--- src/rtl/i2cs_pkg.sv ---
package i2cs_pkg;
  localparam int BYTE_W = 8;
  localparam int ADDR_W = BYTE_W - 1;
  localparam int CNT_W  = $clog2(BYTE_W + 1);

  typedef enum logic [3:0] {
    ST_IDLE,
    ST_ADDR,
    ST_AACK,
    ST_RX,
    ST_RXSTALL,
    ST_RACK,
    ST_TXWAIT,
    ST_TX,
    ST_TACK
  } eng_state_t;
endpackage

--- src/rtl/i2cs_sync.sv ---
module i2cs_sync #(
  parameter int W       = 2,
  parameter int STAGES  = 2,
  parameter logic RST_V = 1'b1
) (
  input  logic         clk,
  input  logic         rst_n,
  input  logic [W-1:0] d,
  output logic [W-1:0] q
);
  for (genvar b = 0; b < W; b++) begin : g_bit
    logic [STAGES-1:0] chain;
    always_ff @(posedge clk or negedge rst_n) begin
      if (!rst_n) chain <= {STAGES{RST_V}};
      else        chain <= {chain[STAGES-2:0], d[b]};
    end
    assign q[b] = chain[STAGES-1];
  end
endmodule

--- src/rtl/i2cs_busmon.sv ---
module i2cs_busmon (
  input  logic clk,
  input  logic rst_n,
  input  logic scl_s,
  input  logic sda_s,
  output logic scl_rise,
  output logic scl_fall,
  output logic start_det,
  output logic stop_det
);
  logic scl_q, sda_q;

  always_ff @(posedge clk or negedge rst_n) begin
    if (!rst_n) begin
      scl_q <= 1'b1;
      sda_q <= 1'b1;
    end else begin
      scl_q <= scl_s;
      sda_q <= sda_s;
    end
  end

  assign scl_rise  = scl_s & ~scl_q;
  assign scl_fall  = ~scl_s & scl_q;
  assign start_det = scl_s & scl_q & sda_q & ~sda_s;
  assign stop_det  = scl_s & scl_q & ~sda_q & sda_s;
endmodule

--- src/rtl/i2cs_hold.sv ---
module i2cs_hold
  import i2cs_pkg::*;
(
  input  logic              clk,
  input  logic              rst_n,
  input  logic              flush,
  input  logic              host_rd,
  input  logic              host_wr,
  input  logic [BYTE_W-1:0] host_wdata,
  input  logic              rx_push,
  input  logic [BYTE_W-1:0] rx_byte,
  input  logic              tx_pop,
  output logic [BYTE_W-1:0] rx_data,
  output logic              rx_full,
  output logic [BYTE_W-1:0] tx_data,
  output logic              tx_full
);
  logic rx_full_n, tx_full_n;

  always_comb begin
    rx_full_n = rx_full;
    tx_full_n = tx_full;
    if (flush) begin
      rx_full_n = 1'b0;
      tx_full_n = 1'b0;
    end else begin
      if (rx_push)      rx_full_n = 1'b1;
      else if (host_rd) rx_full_n = 1'b0;
      if (host_wr)      tx_full_n = 1'b1;
      else if (tx_pop)  tx_full_n = 1'b0;
    end
  end

  always_ff @(posedge clk or negedge rst_n) begin
    if (!rst_n) begin
      rx_full <= 1'b0;
      tx_full <= 1'b0;
    end else begin
      rx_full <= rx_full_n;
      tx_full <= tx_full_n;
    end
  end

  always_ff @(posedge clk) begin
    if (rx_push) rx_data <= rx_byte;
    if (host_wr) tx_data <= host_wdata;
  end

  AST_RX_NO_OVERWRITE: assert property (@(posedge clk) disable iff (!rst_n)
    rx_push |-> !rx_full) else $error("rx overwrite");
  AST_TX_POP_LOADED: assert property (@(posedge clk) disable iff (!rst_n)
    tx_pop |-> tx_full) else $error("tx underflow send");
endmodule

--- src/rtl/i2cs_engine.sv ---
module i2cs_engine
  import i2cs_pkg::*;
(
  input  logic              clk,
  input  logic              rst_n,
  input  logic              flush,
  input  logic              scl_s,
  input  logic              sda_s,
  input  logic              scl_rise,
  input  logic              scl_fall,
  input  logic              start_det,
  input  logic              stop_det,
  input  logic [ADDR_W-1:0] own_addr,
  input  logic              rx_full,
  input  logic              tx_full,
  input  logic [BYTE_W-1:0] tx_data,
  output logic              rx_push,
  output logic [BYTE_W-1:0] rx_byte,
  output logic              tx_pop,
  output logic              sda_oe,
  output logic              scl_oe,
  output logic              addressed
);
  localparam logic [CNT_W-1:0] FULL_CNT = CNT_W'(BYTE_W);
  localparam logic [CNT_W-1:0] LAST_TX  = CNT_W'(BYTE_W - 1);

  eng_state_t        st, st_n;
  logic [CNT_W-1:0]  cnt, cnt_n;
  logic [BYTE_W-1:0] sh, sh_n;
  logic              rw, rw_n, mack, mack_n;
  logic              sda_oe_n, scl_oe_n, addr_n;

  always_comb begin
    st_n     = st;
    cnt_n    = cnt;
    sh_n     = sh;
    rw_n     = rw;
    mack_n   = mack;
    sda_oe_n = sda_oe;
    scl_oe_n = scl_oe;
    addr_n   = addressed;
    rx_push  = 1'b0;
    tx_pop   = 1'b0;
    if (flush) begin
      st_n = ST_IDLE; sda_oe_n = 1'b0; scl_oe_n = 1'b0; addr_n = 1'b0;
    end else if (start_det) begin
      st_n = ST_ADDR; cnt_n = '0; sda_oe_n = 1'b0; scl_oe_n = 1'b0; addr_n = 1'b0;
    end else if (stop_det) begin
      st_n = ST_IDLE; sda_oe_n = 1'b0; scl_oe_n = 1'b0; addr_n = 1'b0;
    end else begin
      unique case (st)
        ST_IDLE: ;
        ST_ADDR, ST_RX: begin
          if (scl_rise && cnt != FULL_CNT) begin
            sh_n  = {sh[BYTE_W-2:0], sda_s};
            cnt_n = cnt + 1'b1;
          end else if (scl_fall && cnt == FULL_CNT) begin
            if (st == ST_ADDR) begin
              if (sh[BYTE_W-1:1] == own_addr) begin
                sda_oe_n = 1'b1; rw_n = sh[0]; addr_n = 1'b1; st_n = ST_AACK;
              end else begin
                st_n = ST_IDLE;
              end
            end else if (!rx_full) begin
              rx_push = 1'b1; sda_oe_n = 1'b1; st_n = ST_RACK;
            end else begin
              scl_oe_n = 1'b1; st_n = ST_RXSTALL;
            end
          end
        end
        ST_RXSTALL: begin
          if (!rx_full) begin
            rx_push = 1'b1; sda_oe_n = 1'b1; scl_oe_n = 1'b0; st_n = ST_RACK;
          end
        end
        ST_RACK: begin
          if (scl_fall) begin
            sda_oe_n = 1'b0; cnt_n = '0; st_n = ST_RX;
          end
        end
        ST_AACK, ST_TACK: begin
          if (st == ST_TACK && scl_rise) mack_n = sda_s;
          if (scl_fall) begin
            sda_oe_n = 1'b0;
            cnt_n    = '0;
            if (st == ST_AACK && !rw) begin
              st_n = ST_RX;
            end else if (st == ST_TACK && mack) begin
              st_n = ST_IDLE; addr_n = 1'b0;
            end else if (tx_full) begin
              tx_pop = 1'b1; sh_n = tx_data; sda_oe_n = ~tx_data[BYTE_W-1]; st_n = ST_TX;
            end else begin
              scl_oe_n = 1'b1; st_n = ST_TXWAIT;
            end
          end
        end
        ST_TXWAIT: begin
          if (tx_full) begin
            tx_pop = 1'b1; sh_n = tx_data; sda_oe_n = ~tx_data[BYTE_W-1];
            scl_oe_n = 1'b0; cnt_n = '0; st_n = ST_TX;
          end
        end
        ST_TX: begin
          if (scl_fall) begin
            if (cnt == LAST_TX) begin
              sda_oe_n = 1'b0; st_n = ST_TACK;
            end else begin
              sh_n     = {sh[BYTE_W-2:0], 1'b0};
              sda_oe_n = ~sh[BYTE_W-2];
              cnt_n    = cnt + 1'b1;
            end
          end
        end
        default: st_n = ST_IDLE;
      endcase
    end
  end

  always_ff @(posedge clk or negedge rst_n) begin
    if (!rst_n) begin
      st        <= ST_IDLE;
      cnt       <= '0;
      sh        <= '0;
      rw        <= 1'b0;
      mack      <= 1'b1;
      sda_oe    <= 1'b0;
      scl_oe    <= 1'b0;
      addressed <= 1'b0;
    end else begin
      st        <= st_n;
      cnt       <= cnt_n;
      sh        <= sh_n;
      rw        <= rw_n;
      mack      <= mack_n;
      sda_oe    <= sda_oe_n;
      scl_oe    <= scl_oe_n;
      addressed <= addr_n;
    end
  end

  assign rx_byte = sh;

  AST_SDA_MOVES_SCL_LOW: assert property (@(posedge clk) disable iff (!rst_n)
    (!$stable(sda_oe) && !$past(flush)) |-> !scl_s) else $error("sda moved with scl high");
  AST_ACK_ON_MATCH: assert property (@(posedge clk) disable iff (!rst_n)
    $rose(addressed) |-> $past(sh[BYTE_W-1:1] == own_addr)) else $error("ack without match");
endmodule

--- src/rtl/i2cs_top.sv ---
module i2cs_top
  import i2cs_pkg::*;
#(
  parameter int SYNC_STAGES = 2
) (
  input  logic              clk,
  input  logic              rst_n,
  input  logic              mod_rst,
  input  logic              scl_i,
  input  logic              sda_i,
  output logic              scl_oe,
  output logic              sda_oe,
  input  logic [ADDR_W-1:0] own_addr,
  input  logic              host_rd,
  input  logic              host_wr,
  input  logic [BYTE_W-1:0] host_wdata,
  output logic [BYTE_W-1:0] rx_data,
  output logic              rx_full,
  output logic              tx_empty,
  output logic              addressed
);
  logic [1:0]        bus_s;
  logic              scl_rise, scl_fall, start_det, stop_det;
  logic              rx_push, tx_pop, tx_full;
  logic [BYTE_W-1:0] rx_byte, tx_data;

  i2cs_sync #(.W(2), .STAGES(SYNC_STAGES), .RST_V(1'b1)) u_sync (
    .clk(clk), .rst_n(rst_n), .d({scl_i, sda_i}), .q(bus_s));

  i2cs_busmon u_mon (
    .clk(clk), .rst_n(rst_n), .scl_s(bus_s[1]), .sda_s(bus_s[0]),
    .scl_rise(scl_rise), .scl_fall(scl_fall),
    .start_det(start_det), .stop_det(stop_det));

  i2cs_hold u_hold (
    .clk(clk), .rst_n(rst_n), .flush(mod_rst),
    .host_rd(host_rd), .host_wr(host_wr), .host_wdata(host_wdata),
    .rx_push(rx_push), .rx_byte(rx_byte), .tx_pop(tx_pop),
    .rx_data(rx_data), .rx_full(rx_full), .tx_data(tx_data), .tx_full(tx_full));

  i2cs_engine u_eng (
    .clk(clk), .rst_n(rst_n), .flush(mod_rst),
    .scl_s(bus_s[1]), .sda_s(bus_s[0]),
    .scl_rise(scl_rise), .scl_fall(scl_fall),
    .start_det(start_det), .stop_det(stop_det),
    .own_addr(own_addr), .rx_full(rx_full), .tx_full(tx_full), .tx_data(tx_data),
    .rx_push(rx_push), .rx_byte(rx_byte), .tx_pop(tx_pop),
    .sda_oe(sda_oe), .scl_oe(scl_oe), .addressed(addressed));

  assign tx_empty = ~tx_full;

  AST_STRETCH_RELEASE_CAUSE: assert property (@(posedge clk) disable iff (!rst_n)
    $fell(scl_oe) |-> ($past(host_rd, 2) || $past(host_wr, 2) || $past(mod_rst)))
    else $error("scl released without service");
endmodule

--- config.mk ---
export PLATFORM = sky130hd
export DESIGN_NAME = i2cs_top
export DESIGN_NICKNAME = d
export VERILOG_FILES = /design/src/rtl/i2cs_pkg.sv /design/src/rtl/i2cs_sync.sv /design/src/rtl/i2cs_busmon.sv /design/src/rtl/i2cs_hold.sv /design/src/rtl/i2cs_engine.sv /design/src/rtl/i2cs_top.sv
export SDC_FILE = /design/constraint.sdc
export NUM_CORES = 1
export LEC_CHECK = 0
export ABC_CLOCK_PERIOD_IN_PS = 6500
export BUFFER_PORTS_ARGS = -buffer_cell sky130_fd_sc_hd__buf_2
export CAP_MARGIN = 5
export CORE_MARGIN = 2
export CORE_UTILIZATION = 30
export DETAILED_ROUTE_END_ITERATION = 6
export GPL_TIMING_DRIVEN = 0
export PLACE_DENSITY_LB_ADDON = 0.2
export SLEW_MARGIN = 20
export SYNTH_ARGS = -nofsm -noshare
export SYNTH_HDL_FRONTEND = slang
export SYNTH_HIERARCHICAL = 1
export SYNTH_SLANG_ARGS = --single-unit
--- constraint.sdc ---
create_clock -name clk -period 6.5 [get_ports clk]
set_input_delay 0.65 -clock clk [delete_from_list [all_inputs] [get_ports clk]]
set_output_delay 0.65 -clock clk [all_outputs]
set_load 0.02 [all_outputs]
# [Word-level counts from Yosys, hierarchy flattened]
# Cells that the tools add are included.
[totals] reg_bits=45 in_bits=22 out_inout_bits=13
[op_classes] n_addsub=1 eq_ne=42 muxes=97 bitwise_logic=18 reduce_logical=25
[op_table] cell="4-bit 2-to-1 mux" n=21
[op_table] cell="1-bit 2-to-1 mux" n=60
[op_table] cell="8-bit 2-to-1 mux" n=7
[op_table] cell="5-bit by 4-bit inequality test with 1-bit output (second input constant)" n=8
[op_table] cell="5-bit inequality test (second input constant)" n=8
[op_table] cell="8-bit case mux with 4 select lines" n=1
[op_table] cell="8-bit AND reduction" n=4
[op_table] cell="4-bit case mux with 7 select lines" n=1
[op_table] cell="4-bit by 3-bit == test with 1-bit output (second input constant)" n=5
[op_table] cell="4-bit case mux with 4 select lines" n=1
[op_table] cell="1-bit inverter" n=11
[op_table] cell="11-bit AND reduction" n=1
[op_table] cell="10-bit AND reduction" n=1
[op_table] cell="5-bit nonzero test" n=2
[op_table] cell="9-bit AND reduction" n=1
[op_table] cell="9-bit nonzero test" n=1
[op_table] cell="4-bit by 2-bit == test with 1-bit output (second input constant)" n=2
[op_table] cell="4-bit == test (second input constant)" n=2
[op_table] cell="2-bit inequality test (second input constant)" n=4
[op_table] cell="4-bit inequality test (second input constant)" n=2
[op_table] cell="1-bit bitwise AND" n=7
[op_table] cell="7-bit == test" n=1
[op_table] cell="7-bit nonzero test" n=1
[op_table] cell="2-bit by 1-bit inequality test with 1-bit output (second input constant)" n=3
[op_table] cell="18 further kinds" n=28

# [Logic depth before layout (Yosys ltp)]
# Gate-level depths: netlist (run 1).
[logic_depth] word_depth=12 ltp_mapped=9

# [Modules after synthesis]
# Netlist (run 1), hierarchy kept.
[by_module_without_submodules] mod="i2cs_engine" n_inst=1 cells_per_inst=231 area_per_inst_um2=1983.2
[by_module_without_submodules] mod="i2cs_hold" n_inst=1 cells_per_inst=24 area_per_inst_um2=560.5
[by_module_without_submodules] mod="i2cs_sync" n_inst=1 cells_per_inst=6 area_per_inst_um2=120.1
[by_module_without_submodules] mod="i2cs_busmon" n_inst=1 cells_per_inst=6 area_per_inst_um2=85.1
[by_module_without_submodules] mod="i2cs_top" n_inst=1 cells_per_inst=1 area_per_inst_um2=3.8

# [Worst setup path before layout (run 1)]
# No wires, ideal clock.
[synth_path] kind="reg2reg" startpoint="reg u_mon.scl_q" endpoint="reg u_hold.rx_data[0] (enable)" setup_time_ns=0.398 arrival_time_ns=2.083 required_ns=6.102 slack_ns=4.020 path_stages_with_launch=6 n_path_buf=0 period_less_slack_ns=2.480 path_cell_list="dfstp_2 > nor2b_1 > nand4b_1 > nor3_1 > a21oi_1 > nor4_1"
[synth_between] elab_chain_cells=8
[synth_rtl] element="start: declaration" line="i2cs_busmon.sv:11" text="logic scl_q, sda_q;"
[synth_rtl] element="start signal: assignment" line="i2cs_busmon.sv:18" text="scl_q <= scl_s;"
[synth_rtl] element="1-bit bitwise AND" line="i2cs_busmon.sv:24" text="assign scl_fall = ~scl_s & scl_q;"
[synth_rtl] element="via scl_fall" line="i2cs_top.sv:23" text="logic scl_rise, scl_fall, start_det, stop_det;"
[synth_rtl] element="1-bit logical AND" line="i2cs_engine.sv:57" text="end else if (scl_fall && cnt == FULL_CNT) begin"
[synth_rtl] element="1-bit 2-to-1 mux" line="i2cs_engine.sv:57"
[synth_rtl] element="1-bit 2-to-1 mux" line="i2cs_engine.sv:54" text="if (scl_rise && cnt != FULL_CNT) begin"
[synth_rtl] element="1-bit case mux with 2 select lines" line="i2cs_engine.sv:51" text="unique case (st)"
[synth_rtl] element="1-bit 2-to-1 mux" line="i2cs_engine.sv:48" text="end else if (stop_det) begin"
[synth_rtl] element="1-bit 2-to-1 mux" line="i2cs_engine.sv:46" text="end else if (start_det) begin"
[synth_rtl] element="1-bit 2-to-1 mux" line="i2cs_engine.sv:44" text="if (flush) begin"
[synth_rtl] element="via rx_push" line="i2cs_top.sv:24" text="logic rx_push, tx_pop, tx_full;"
[synth_rtl] element="end signal: assignment" line="i2cs_hold.sv:45" text="if (rx_push) rx_data <= rx_byte;"
[synth_rtl] element="end: declaration" line="i2cs_hold.sv:13" text="output logic [BYTE_W-1:0] rx_data,"
# The timed path passes the listed nets, and every way through them passes these cells.
# A chain may end at the register's enable or synchronous reset.

# [Final worst setup path (run 1)]
[layout_path] startpoint="reg u_mon.scl_q" endpoint="reg u_eng.cnt[3]"
[layout_lines] element="1-bit bitwise AND (*)" line="i2cs_busmon.sv:24"
[layout_lines] element="via scl_fall" line="i2cs_top.sv:23"
[layout_lines] element="3-bit by 2-bit inequality test with 1-bit output (no source line) or 3-bit by 1-bit inequality test with 1-bit output (tied branches)"
[layout_lines] element="8-bit AND reduction (no source line) (*)"
[layout_lines] element="end signal: assignment" line="i2cs_engine.sv:131" text="cnt <= cnt_n;"
[layout_lines] element="end: declaration" line="i2cs_engine.sv:28" text="logic [CNT_W-1:0] cnt, cnt_n;"
# Mark *: on every way through the listed nets, which the timed path passes. The rest lies on a longest branch.

==> summary by stage, run 1 <==
Place
During placement, the flow inserted port buffers numbering 34. The post-DP HPWL is 5150 µm. The final weighted congestion in routability-driven placement is 0.887. The cell count after placement is 411. Once placement finished, the instance area stood at 3070 µm².

Route
The total number of vias is 2222. The number of iterations in the first detailed-routing pass is 4. The remaining number of nets flagged by the antenna check after routing is 0.

Dividing the detail-routed wire length by the instance count gives 16.3 µm. The initial detailed-routing violation count is 116. The DRC violation count after routing is 0. The final routed wirelength across all metal layers is 6830 µm.

The via density per instance is 5.30.

Cells and area
In the final layout, the share of cells above drive strength 1 is 0.293. 0 antenna diodes ended up in the layout. For this run, the post-layout net count is 334. The area added between synthesis and finish is 15.7%.

For this run, the number of standard cells in the final layout without fillers is 419. The finished cells cover 3180 µm². The filler cell count in the final layout is 888.

Yosys
Yosys attributes the largest share of cell area to sky130_fd_sc_hd__dfrtp_1, sky130_fd_sc_hd__edfxtp_1, sky130_fd_sc_hd__dfstp_2, sky130_fd_sc_hd__mux2_4, sky130_fd_sc_hd__mux2_2. Synthesis inferred 45 register bits. When the netlist entered floorplanning its net count stood at 292.

The combined area of all synthesized cells is 2750 µm². The total of warnings raised by yosys is 6. The largest area contributor in the synthesized netlist is sky130_fd_sc_hd__dfrtp_1.

The mean post-synth cell area is 10.3 µm². In this run, distinct cell masters in the synthesized netlist total 65. Counting flops with an async set or reset pin after synthesis yields a share of 0.644. Among all flip-flop cells after synthesis, the most frequent one is sky130_fd_sc_hd__dfrtp_1. The number of synthesized flops with an enable pin is 16.

Synthesis handed over a netlist of 268 instances. The fraction of post-synthesis cell area in the top cell type by area is 0.200. The sequential fraction of the synthesis area is 0.441.

Clock network
Post-CTS repair changed the size of 0 cells. The largest buffer count on any clock path is 2. The clock sink total is 45. TritonCTS built the clock tree. The clock-pin slew on the worst setup and hold paths is 80 ps. The buffer count from post-CTS setup fixing is 0. In this run the clock root is driven by a sky130_fd_sc_hd__clkbuf_8. The total of hold buffers inserted after clock tree synthesis is 0.

TritonCTS created 5 clock buffers. The worst-skew pair later-pin latency is 300 ps. The H-tree was split into 2 levels.

Run
Max-cap violations in this run came to 0.

Timing
The number of hold-slack violations in the final timing report came to 0. Setup violations remaining at the end of the flow were counted as 0. The worst pin sits at a relative slew slack of 0.430. Static timing analysis puts the maximum clock frequency at 357 MHz. The worst setup skew after layout is 8.98 ps. The total count of max-transition violations in the final report was 0.

After layout, the minimum clock period comes to 2800 ps. The post-route fraction of the period consumed by the critical path is 0.431. At the pin with the least slew margin, the transition time is 849 ps.

In the final timing run, aggregate negative setup slack is 0 ps. Setup repair after global routing left no endpoint under its margin.

Global routing
The total overflow left after global routing is 0. The initial antenna violation count was 0. The largest net degree at the start of global routing is 30. The overall fraction of global-route tracks in use is 0.141. The number of global-route vias before repair is 2218. The first global-routing pass estimated 11000 µm of wire.

Critical path
The number of cells on the worst reg-to-reg path is 7. STA classifies the critical path endpoint as a register. Data on the critical path arrives at its endpoint at 2960 ps. By startpoint and endpoint, the worst setup path is classified as reg2reg.

The data required time of the critical path is 6650 ps. The startpoint type of the worst setup path is a register. The highest net fanout along the worst path is 10.

Power
Across the VDD grid, the largest voltage drop is 99.0 µV. The total internal power is 0.000467 W. The net switching fraction of the power is 0.247. Dividing total power by cell area gives a power density of 195 nW/µm². The part of the total power dissipated in the clock network is 0.343. The switching power is 0.000153 W. The sequential share of power is 0.530.

For this design the static power due to leakage is 1.38 nW. Of the total power, combinational logic draws 0.127.

Floorplan
The die is 99.8 µm tall. The die covers 9960 µm². For this configuration, the core starts out at a cell density of 0.313. After floorplanning, the core was divided into 34 placement rows.

The placeable core area is 8810 µm². The number of I/O pins is 35. The die is 99.8 µm wide.

Status
The flow ran to the end, and the final reports show no timing, DRC or antenna violations.

Hold path
The worst hold path passes through 0 cells. The type of the most critical hold path is reg2reg.
-- synthesized netlist by cell type (8+ instances only) --
library cell,instances
sky130_fd_sc_hd__dfrtp_1,22
sky130_fd_sc_hd__a21oi_1,20
sky130_fd_sc_hd__edfxtp_1,16
sky130_fd_sc_hd__nand2_1,14
sky130_fd_sc_hd__inv_1,13
sky130_fd_sc_hd__nor2_1,13
sky130_fd_sc_hd__o21ai_0,12
sky130_fd_sc_hd__buf_2,11
sky130_fd_sc_hd__mux2_2,9
sky130_fd_sc_hd__nand3_1,9
sky130_fd_sc_hd__mux2_4,8
sky130_fd_sc_hd__nor2b_1,8
-- layout make-up --
class,instances,area [µm²],share of cell area
Inverter,13,48.8,0.0153
Timing Repair Buffer,35,178,0.0558
Sequential cell,45,1210,0.382
Clock buffer,5,68.8,0.0216
Multi-Input combinational cell,189,1380,0.435
Clock inverter,3,43.8,0.0138
Buffer,21,111,0.0350
Tap cell,108,135,0.0424
-- state kept, by name, indices dropped and copies added (netlist names) --
name	cells
u_eng/rx_byte	8
u_hold/rx_data	8
u_hold/tx_data	8
u_eng/cnt	4
u_eng/st	4
u_sync/g_bit.chain	4
u_eng/addressed	1
u_eng/mack	1
u_eng/rw	1
u_eng/scl_oe	1
u_eng/sda_oe	1
u_hold/rx_full	1
u_hold/tx_full	1
u_mon/scl_q	1
u_mon/sda_q	1
-- per-stage QoR --
stage | hold WS [ps] | util | worst slack [ps] | total power [W]
CTS | 361 | 0.362 | 3800 | 0.000630
global route | 364 | 0.362 | 3590 | 0.000656
detailed placement | 348 | 0.349 | 3830 | 0.000415
global placement | 347 | 0.347 | 2920 | 0.000414
finish | 359 | 0.362 | 3700 | 0.000620
floorplan | 345 | - | 4020 | 0.000386
-- path summary, 6_finish.rpt --
kind                                     startpoint                        to  slack, ps
setup / recovery                        u_mon/scl_q              u_eng/cnt[3]       3700
setup reg to reg                        u_mon/scl_q              u_eng/cnt[3]       3700
max in group asynchronous                     rst_n           u_eng/addressed       5680
hold / removal             u_sync/g_bit[0].chain[0]  u_sync/g_bit[0].chain[1]        360
min in group asynchronous                     rst_n              u_eng/cnt[1]        390
hold reg to reg            u_sync/g_bit[0].chain[0]  u_sync/g_bit[0].chain[1]        360
-- layout by cell type, fill, tap and decap left out, drive strengths merged, types with 3 or more instances in the layout --
cell type	synthesis	final
dfrtp	22	22
nand4	3	3
nand3b	3	3
nor2	13	13
nor4	3	3
inv	13	14
nand2b	6	6
xor2	7	7
edfxtp	16	16
o21ai	13	13
nor3	7	7
o22ai	3	3
nor2b	8	8
dfstp	7	7
a21oi	21	21
nand2	14	14
nand3	9	9
mux2	19	19
clkbuf	5	10
nor4b	4	4
a21o	4	4
buf	16	51
and4b	4	4
nor3b	3	3
-- logic make-up (layout without fill, tap and decap cells) --
| group | after synthesis | count (layout) | synth area share |
|---|---|---|---|
| adder cells (fa/ha/maj) | 2 | 2 | 0.00909 |
| XOR/XNOR | 8 | 8 | 0.0255 |
| AND/OR/NAND/NOR | 89 | 89 | 0.197 |
| flip-flops | 45 | 45 | 0.441 |
| AO/OA/AOI/OAI | 69 | 69 | 0.173 |
| multiplexers | 21 | 21 | 0.0959 |
| buffers and inverters | 34 | 77 | 0.0582 |
-- critical path, cell delays in order (launching register included) --
cell and delay [ps]:
sky130_fd_sc_hd__dfstp_2 550, sky130_fd_sc_hd__nor2b_1 460, sky130_fd_sc_hd__clkbuf_1 390, sky130_fd_sc_hd__inv_1 120, sky130_fd_sc_hd__a311oi_1 310, sky130_fd_sc_hd__o32ai_1 170, sky130_fd_sc_hd__a2111oi_0 520, sky130_fd_sc_hd__mux2i_1 140
-- routing by layer --
metal,wire length [µm],GRT usage,part of all wire
met5,0,0,0
met4,167,0.0590,0.024
met3,355,0.0265,0.052
met2,3180,0.223,0.47
met1,3130,0.190,0.46
-- power by group through the flow --
stage	clock network (W)	registers, W	logic, W
2_1_floorplan	0	0.000330	0.0000555
3_3_place_gp	0	0.000334	0.0000800
3_5_place_dp	0	0.000335	0.0000802
4_1_cts	0.000221	0.000329	0.0000804
5_1_grt	0.000235	0.000331	0.0000908
6_report	0.000212	0.000329	0.0000788
No activity file was read; power rests on OpenSTA's default activity.
==> inputs of run 2 (changes only) <==
--- a/config.mk
+++ b/config.mk
@@ -5,7 +5,7 @@
 export SDC_FILE = /design/constraint.sdc
 export NUM_CORES = 1
 export LEC_CHECK = 0
-export ABC_CLOCK_PERIOD_IN_PS = 6500
+export ABC_CLOCK_PERIOD_IN_PS = 2800
 export BUFFER_PORTS_ARGS = -buffer_cell sky130_fd_sc_hd__buf_2
 export CAP_MARGIN = 5
 export CORE_MARGIN = 2
==> constraint.sdc (replaced) <==
create_clock -name clk -period 2.8 [get_ports clk]
set_input_delay 0.28 -clock clk [delete_from_list [all_inputs] [get_ports clk]]
set_output_delay 0.28 -clock clk [all_outputs]
set_load 0.02 [all_outputs]
==> run 2 against run 1 <==
Against the previous run: sequential power rose by 130%; first-iteration DRC count fell by 5.2%; combinational power rose by 130%; final area barely moved; worst hold slack got worse by 350 ps; wire length fell by 0.22%; sequential share of layout area barely moved.
==> summary by stage, run 2 (synthesized netlist as in run 1, its figures left out) <==
Global routing
The global routing met3 resource utilization was 0.0265 (unchanged). The largest net degree at the start of global routing is 30 (unchanged). The initial antenna violation count was 0 (unchanged).

The remaining global-route overflow is 0 (unchanged). The met2 track utilization from global routing is 0.223 (unchanged). The global routing met1 resource utilization is 0.190 (unchanged).

The number of global-route vias before repair came to 2218 (unchanged). The wire length of the first global-routing pass is 11000 µm (unchanged). The overall fraction of global-route tracks in use was 0.141 (unchanged).

The highest-utilization routing layer at the global route stage is met2.

Cells and area
The share of cells above drive strength 1 was 0.296 (+0.00322). The filler cell count in the final layout was 887 (-0.11%). The leading cell type in the layout, fill and taps excluded is sky130_fd_sc_hd__buf_2.

The utilization after layout was 0.362 (about the same). The area added between synthesis and finish is 15.8% (about the same). The multi-input logic area was 1390 µm² (+0.18%). The number of diodes is 0 (unchanged). The net count reported at finish is 334 (unchanged). The library cells used most frequently in the layout, excluding fill and tap cells, are sky130_fd_sc_hd__buf_2, sky130_fd_sc_hd__dfrtp_1, sky130_fd_sc_hd__a21oi_1.

The area taken by flip-flops and latches is 1210 µm² (unchanged). The final instance count without filler cells is 419 (unchanged).

Place
The cell count after placement is 411 (unchanged). The post-DP HPWL is 5150 µm (unchanged). The port buffer count is 34 (unchanged). The final weighted congestion in routability-driven placement is 0.887 (unchanged).

Clock network
The post-cts sizing count came to 0 (unchanged). The buffer count from post-CTS setup fixing is 0 (unchanged). Clock tree synthesis selected as its root buffer the cell sky130_fd_sc_hd__clkbuf_8. The deepest level of the CTS H-tree is 2 (unchanged). The number of buffers inserted during clock tree synthesis is 5 (unchanged).

The total of hold buffers inserted after clock tree synthesis is 0 (unchanged). The largest buffer count on any clock path came to 2 (unchanged). The clock-pin slew on the worst setup and hold paths came to 80 ps (about the same). The worst-skew pair later-pin latency is 300 ps (about the same).

The clock sink total is 45 (unchanged). TritonCTS built the clock tree.

Timing
The post-route fraction of the period consumed by the critical path was 0.928 (+0.497). The peak clock frequency supported by timing came to 385 MHz (+7.9%). Setup repair after global routing left no endpoint under its margin. The total count of max-transition violations in the final report is 0 (unchanged). The worst setup skew after layout is 10.1 ps (+1.10 ps). The slew at the pin with the worst max-slew slack is 862 ps (+12.8 ps). The shortest period the worst path allows is 2600 ps (-204 ps).

The number of hold-slack violations in the final timing report came to 0 (unchanged). The worst slew margin relative to its limit is 0.421 (-0.00859). The final count of negative-setup-slack endpoints is 0 (unchanged).

Critical path
The signal on the critical path passes through nor2b_2, clkbuf_1, inv_1, a311oi_1, o32ai_1, a2111oi_0, mux2i_1. The startpoint type of the worst setup path is a register. The reg2reg setup slack is 200 ps (-3500 ps). Grouping stages by cell kind, the critical path spends the most delay in compound AO/OA/AOI/OAI gates.

The cell with the biggest individual delay on the critical path is sky130_fd_sc_hd__dfstp_2. The highest net fanout along the worst path was 10 (unchanged). The nature of the critical path endpoint is a register. The combined buffer and inverter count along the critical path is 2 (unchanged). In this run the critical register-to-register path is launched from u_mon/scl_q. The number of cells on the worst reg-to-reg path is 7 (unchanged). The data arrival time of the worst path is 2750 ps (-210 ps). The endpoint identified for the worst register-to-register timing path is u_eng/cnt[3]. The delay contributed by the slowest stage of the critical path was 550 ps (about the same). The setup path with the least slack is of type reg2reg.

The data required time of the critical path is 2960 ps (-3690 ps).

Route
The average routed wire per standard cell is 16.3 µm (-0.22%). The final routed wirelength across all metal layers was 6820 µm (-0.22%). The via density per instance is 5.31 (+0.18%). The DRC violation count after routing is 0 (unchanged). The initial detailed-routing violation count came to 110 (-5.2%).

The total number of vias is 2226 (+0.18%). The remaining number of nets flagged by the antenna check after routing is 0 (unchanged). The number of iterations in the first detailed-routing pass is 5 (+1).

Power
The total leakage power is 1.38 nW (about the same). The areal power density over the cells was 451 nW/µm² (+130%). The final total power came to 0.00144 W (+130%). The worst voltage drop across the vdd grid was 230 µV (+130%).

Run
The total of max-cap violations is 0 (unchanged).

Hold path
The min-delay analysis places its worst path in the category in2async.

Floorplan
The placeable core area came to 8810 µm² (unchanged). The overall die height is 99.8 µm (unchanged). The starting utilization of the core area was 0.313 (unchanged). The die area came to 9960 µm² (unchanged). The width of the die was 99.8 µm (unchanged). The number of core rows is 34 (unchanged). The number of I/O pins came to 35 (unchanged).

Status
The run finished with clean final reports.
-- run 2: area by class of cell --
type                    count  share of cell area
multi-input cells         189               0.435
flip-flops and latches     45               0.381
repair buffers             35              0.0558
well taps                 108              0.0424
plain buffers              21              0.0349
clock buffers               5              0.0216
inverters                  13              0.0153
clock inverters             3              0.0137
-- run 2: worst max-delay path by stage --
| stage | from | endpoint | cells past startpoint | slack, ps |
|---|---|---|---|---|
| 3_3_place_gp | u_mon/scl_q | u_hold/rx_data[4] | 5 | -780 |
| 4_1_cts | u_mon/scl_q | u_eng/cnt[3] | 7 | 100 |
| 5_1_grt | u_mon/scl_q | u_eng/cnt[3] | 7 | 60 |
| 2_1_floorplan | u_mon/scl_q | u_hold/rx_data[0] | 5 | 320 |
| 6_report | u_mon/scl_q | u_eng/cnt[3] | 7 | 200 |
| 3_5_place_dp | u_mon/scl_q | u_eng/cnt[3] | 7 | 130 |
-- run 2: through the flow --
stage	worst slack (ps)	cell area, µm²	TNS [ps]	hold WS [ps]
3_5_place_dp	129	3070	0	348
6_report	202	3190	0	9.24
3_3_place_gp	-784	3060	-6980	347
4_1_cts	103	3180	0	36.9
5_1_grt	58.0	3190	0	49.0
2_1_floorplan	320	2750	0	-15.6
-- run 2: report_power, final --
group	internal (W)	switching (W)
Combinational	0.0000888	0.0000945
Sequential	0.000728	0.0000350
Clock	0.000267	0.000225
Total	0.00108	0.000354
-- run 2: worst reg2reg max path, delay by kind of cell (launching register included) --
kind | cells | cell delay [ps]
DFF | 1 | 550
buffers and inverters | 2 | 500
and+or+nand+nor | 1 | 330
AOI/OAI and AO/OA | 3 | 950
muxes | 1 | 130
-- run 2: metal layers --
| metal | vias to the layer above | routed length, µm |
|---|---|---|
| met5 | - | 0 |
| met4 | 0 | 160 |
| met3 | 13 | 304 |
| met2 | 74 | 3160 |
| met1 | 1063 | 3190 |
| li1 | 1076 | - |
==> inputs of run 3 (changes only) <==
--- a/config.mk
+++ b/config.mk
@@ -9,7 +9,7 @@
 export BUFFER_PORTS_ARGS = -buffer_cell sky130_fd_sc_hd__buf_2
 export CAP_MARGIN = 5
 export CORE_MARGIN = 2
-export CORE_UTILIZATION = 30
+export CORE_UTILIZATION = 45
 export DETAILED_ROUTE_END_ITERATION = 6
 export GPL_TIMING_DRIVEN = 0
 export PLACE_DENSITY_LB_ADDON = 0.2
==> run 3 against run 2 <==
Against the previous run: wire length decreased by 1.5%; power decreased by 3.5%; die area decreased by 32%; final cell count decreased by 7.9%; via count increased by 2.2%; largest cell class unchanged; largest power group unchanged.
==> summary by stage, run 3 (synthesized netlist as in run 1, its figures left out) <==
Status
The run finished with clean final reports.

Floorplan
The number of I/O pins came to 35 (unchanged). The die area is 6760 µm² (-32%). The starting utilization of the core area was 0.465 (+0.152). The number of core rows is 28 (-18%). The overall die height is 82.2 µm (-18%). The width of the die was 82.2 µm (-18%). The placeable core area is 5920 µm² (-33%).

Cells and area
Leaving out fill and tap cells, the most frequent cell in the layout is sky130_fd_sc_hd__buf_2. The final instance count without filler cells is 386 (-7.9%). The share of cells above drive strength 1 is 0.296 (unchanged). The cell area after layout is 3130 µm² (-1.8%). The utilization after layout was 0.528 (+0.166). The area added between synthesis and finish is 13.6%. The number of diodes came to 0 (unchanged). The library cells used most frequently in the layout, excluding fill and tap cells, are sky130_fd_sc_hd__buf_2, sky130_fd_sc_hd__dfrtp_1, sky130_fd_sc_hd__a21oi_1.

The net count reported at finish came to 334 (unchanged). The multi-input logic area is 1390 µm² (unchanged). The area taken by flip-flops and latches is 1210 µm² (unchanged). The filler cell count in the final layout was 556 (-37%).

Timing
The final count of negative-setup-slack endpoints came to 0 (unchanged). The post-route fraction of the period consumed by the critical path is 0.917 (-0.0110). The total count of max-transition violations in the final report is 0 (unchanged). The worst setup margin is 233 ps (+30.7 ps).

The shortest period the worst path allows came to 2570 ps (-30.7 ps). The peak clock frequency supported by timing is 390 MHz (+1.2%). The worst setup skew after layout is 9.69 ps (-0.390 ps). The worst slew margin relative to its limit is 0.445 (+0.0237).

The slew at the pin with the worst max-slew slack came to 827 ps (-35.2 ps). The number of hold-slack violations in the final timing report is 0 (unchanged). Setup repair after global routing left no endpoint under its margin.

Route
The remaining number of nets flagged by the antenna check after routing was 0 (unchanged). The DRC violation count after routing came to 0 (unchanged). The total number of vias came to 2274 (+2.2%). The via density per instance is 5.89 (+11%).

The number of iterations in the first detailed-routing pass is 5 (unchanged). The final routed wirelength across all metal layers was 6710 µm (-1.5%). The initial detailed-routing violation count is 180 (+64%).

The average routed wire per standard cell is 17.4 µm (+6.9%).

Clock network
The cell sitting at the root of the clock tree is a sky130_fd_sc_hd__clkbuf_8. The CTS tree is done. The number of buffers inserted during clock tree synthesis is 5 (unchanged). The total of hold buffers inserted after clock tree synthesis is 0 (unchanged). The clock-pin slew on the worst setup and hold paths was 100 ps (+20 ps). The largest buffer count on any clock path is 2 (unchanged). The worst-skew pair later-pin latency is 300 ps (about the same).

The deepest level of the CTS H-tree is 2 (unchanged). The clock sink total came to 45 (unchanged).

Critical path
The category of the most critical setup path is reg2reg. The end of the worst register-to-register path is u_hold/rx_data[6]. The data required time of the critical path is 2810 ps (-150 ps). The number of cells on the worst reg-to-reg path came to 6 (-1). The highest net fanout along the worst path is 7 (-3). The slowest stage of the critical path is the sky130_fd_sc_hd__nor4_2 cell.

The worst setup path is captured at a register. The reg2reg setup slack is 230 ps (+30 ps). The delay contributed by the slowest stage of the critical path was 590 ps (+40 ps).

Traced cell by cell, the critical path runs through nor2b_2, nand4b_1, nor3_1, a21oi_1, nor4_2, buf_2. The data arrival time of the worst path is 2580 ps (-170 ps). The startpoint type of the worst setup path is a register.

The startpoint identified for the worst register-to-register timing path is u_mon/scl_q.

Place
The cell area reported after detailed placement came to 3030 µm² (-1.4%). The post-DP HPWL is 4930 µm (-4.2%). The port buffer count was 34 (unchanged).

The final weighted congestion in routability-driven placement came to 0.905 (+2.0%). The setup slack after placement came to 170 ps (+40.5 ps). The cell count after placement came to 378 (-8.0%).

Global routing
The overall fraction of global-route tracks in use is 0.214 (+0.0728). The number of global-route vias before repair is 2256 (+1.7%). The wire length of the first global-routing pass is 10900 µm (-1.4%). The initial antenna violation count came to 0 (unchanged).

The remaining global-route overflow was 0 (unchanged). The largest net degree at the start of global routing came to 30 (unchanged).

Power
The areal power density over the cells is 444 nW/µm² (-1.7%). The worst voltage drop across the vdd grid came to 349 µV (+52%). The total leakage power is 1.37 nW (-0.53%).

Hold path
The worst hold path belongs to the class in2async.

Run
The total of max-cap violations was 0 (unchanged).
run 3: routing by layer:
metal	GRT usage	share of wire	vias to the layer above	routed length, µm
met5	0	0	-	0
met4	0.100	0.030	0	199
met3	0.0446	0.065	17	436
met2	0.325	0.46	107	3080
met1	0.291	0.45	1075	3000
li1	-	-	1075	-
run 3: worst max path at each step:
stage	startpoint	end	cells past startpoint	slack, ps
6_report	u_mon/scl_q	u_hold/rx_data[6]	6	230
5_1_grt	u_mon/scl_q	u_eng/cnt[3]	7	100
4_1_cts	u_mon/scl_q	u_hold/rx_data[6]	6	140
3_5_place_dp	u_mon/scl_q	u_eng/cnt[3]	7	170
3_3_place_gp	u_mon/scl_q	u_hold/rx_data[3]	5	-760
2_1_floorplan	u_mon/scl_q	u_hold/rx_data[0]	5	320
run 3: layout make-up:
| class | count | share of cell area |
|---|---|---|
| multi-input combinational | 189 | 0.443 |
| sequential | 45 | 0.388 |
| timing repair buffer | 35 | 0.0560 |
| buffer | 21 | 0.0356 |
| tap | 75 | 0.0300 |
| clock buffer | 5 | 0.0220 |
| inverter | 13 | 0.0156 |
| clock inverter | 3 | 0.00920 |
run 3: stage by stage:
| stage | setup TNS, ps | power (W) | hold WS (ps) |
|---|---|---|---|
| after detailed placement | 0 | 0.000964 | 348 |
| final | 0 | 0.00139 | 0.193 |
| after global placement | -6770 | 0.000956 | 346 |
| after floorplan | 0 | 0.000896 | -15.6 |
| after CTS | 0 | 0.00141 | 17.0 |
| after global routing | 0 | 0.00146 | 53.1 |
run 3: power breakdown:
| part | switching, W | internal (W) |
|---|---|---|
| sequential | 0.0000354 | 0.000728 |
| clock | 0.000250 | 0.000189 |
| combinational | 0.0000969 | 0.0000895 |
| total | 0.000382 | 0.00101 |
run 3: what timing repair did:
action / 4_1_cts / 5_1_grt
resized for setup: 0 / 1
setup buffers: 0 / 0
endpoints found under the setup margin: 0 / 7
run 3: worst max-delay path: cells and delay by family (launching register included):
kind,cells,cell delay (ps)
buffers and inverters,1,330
AOI/OAI and AO/OA,1,70
DFF,1,550
and+or+nand+nor,4,1340
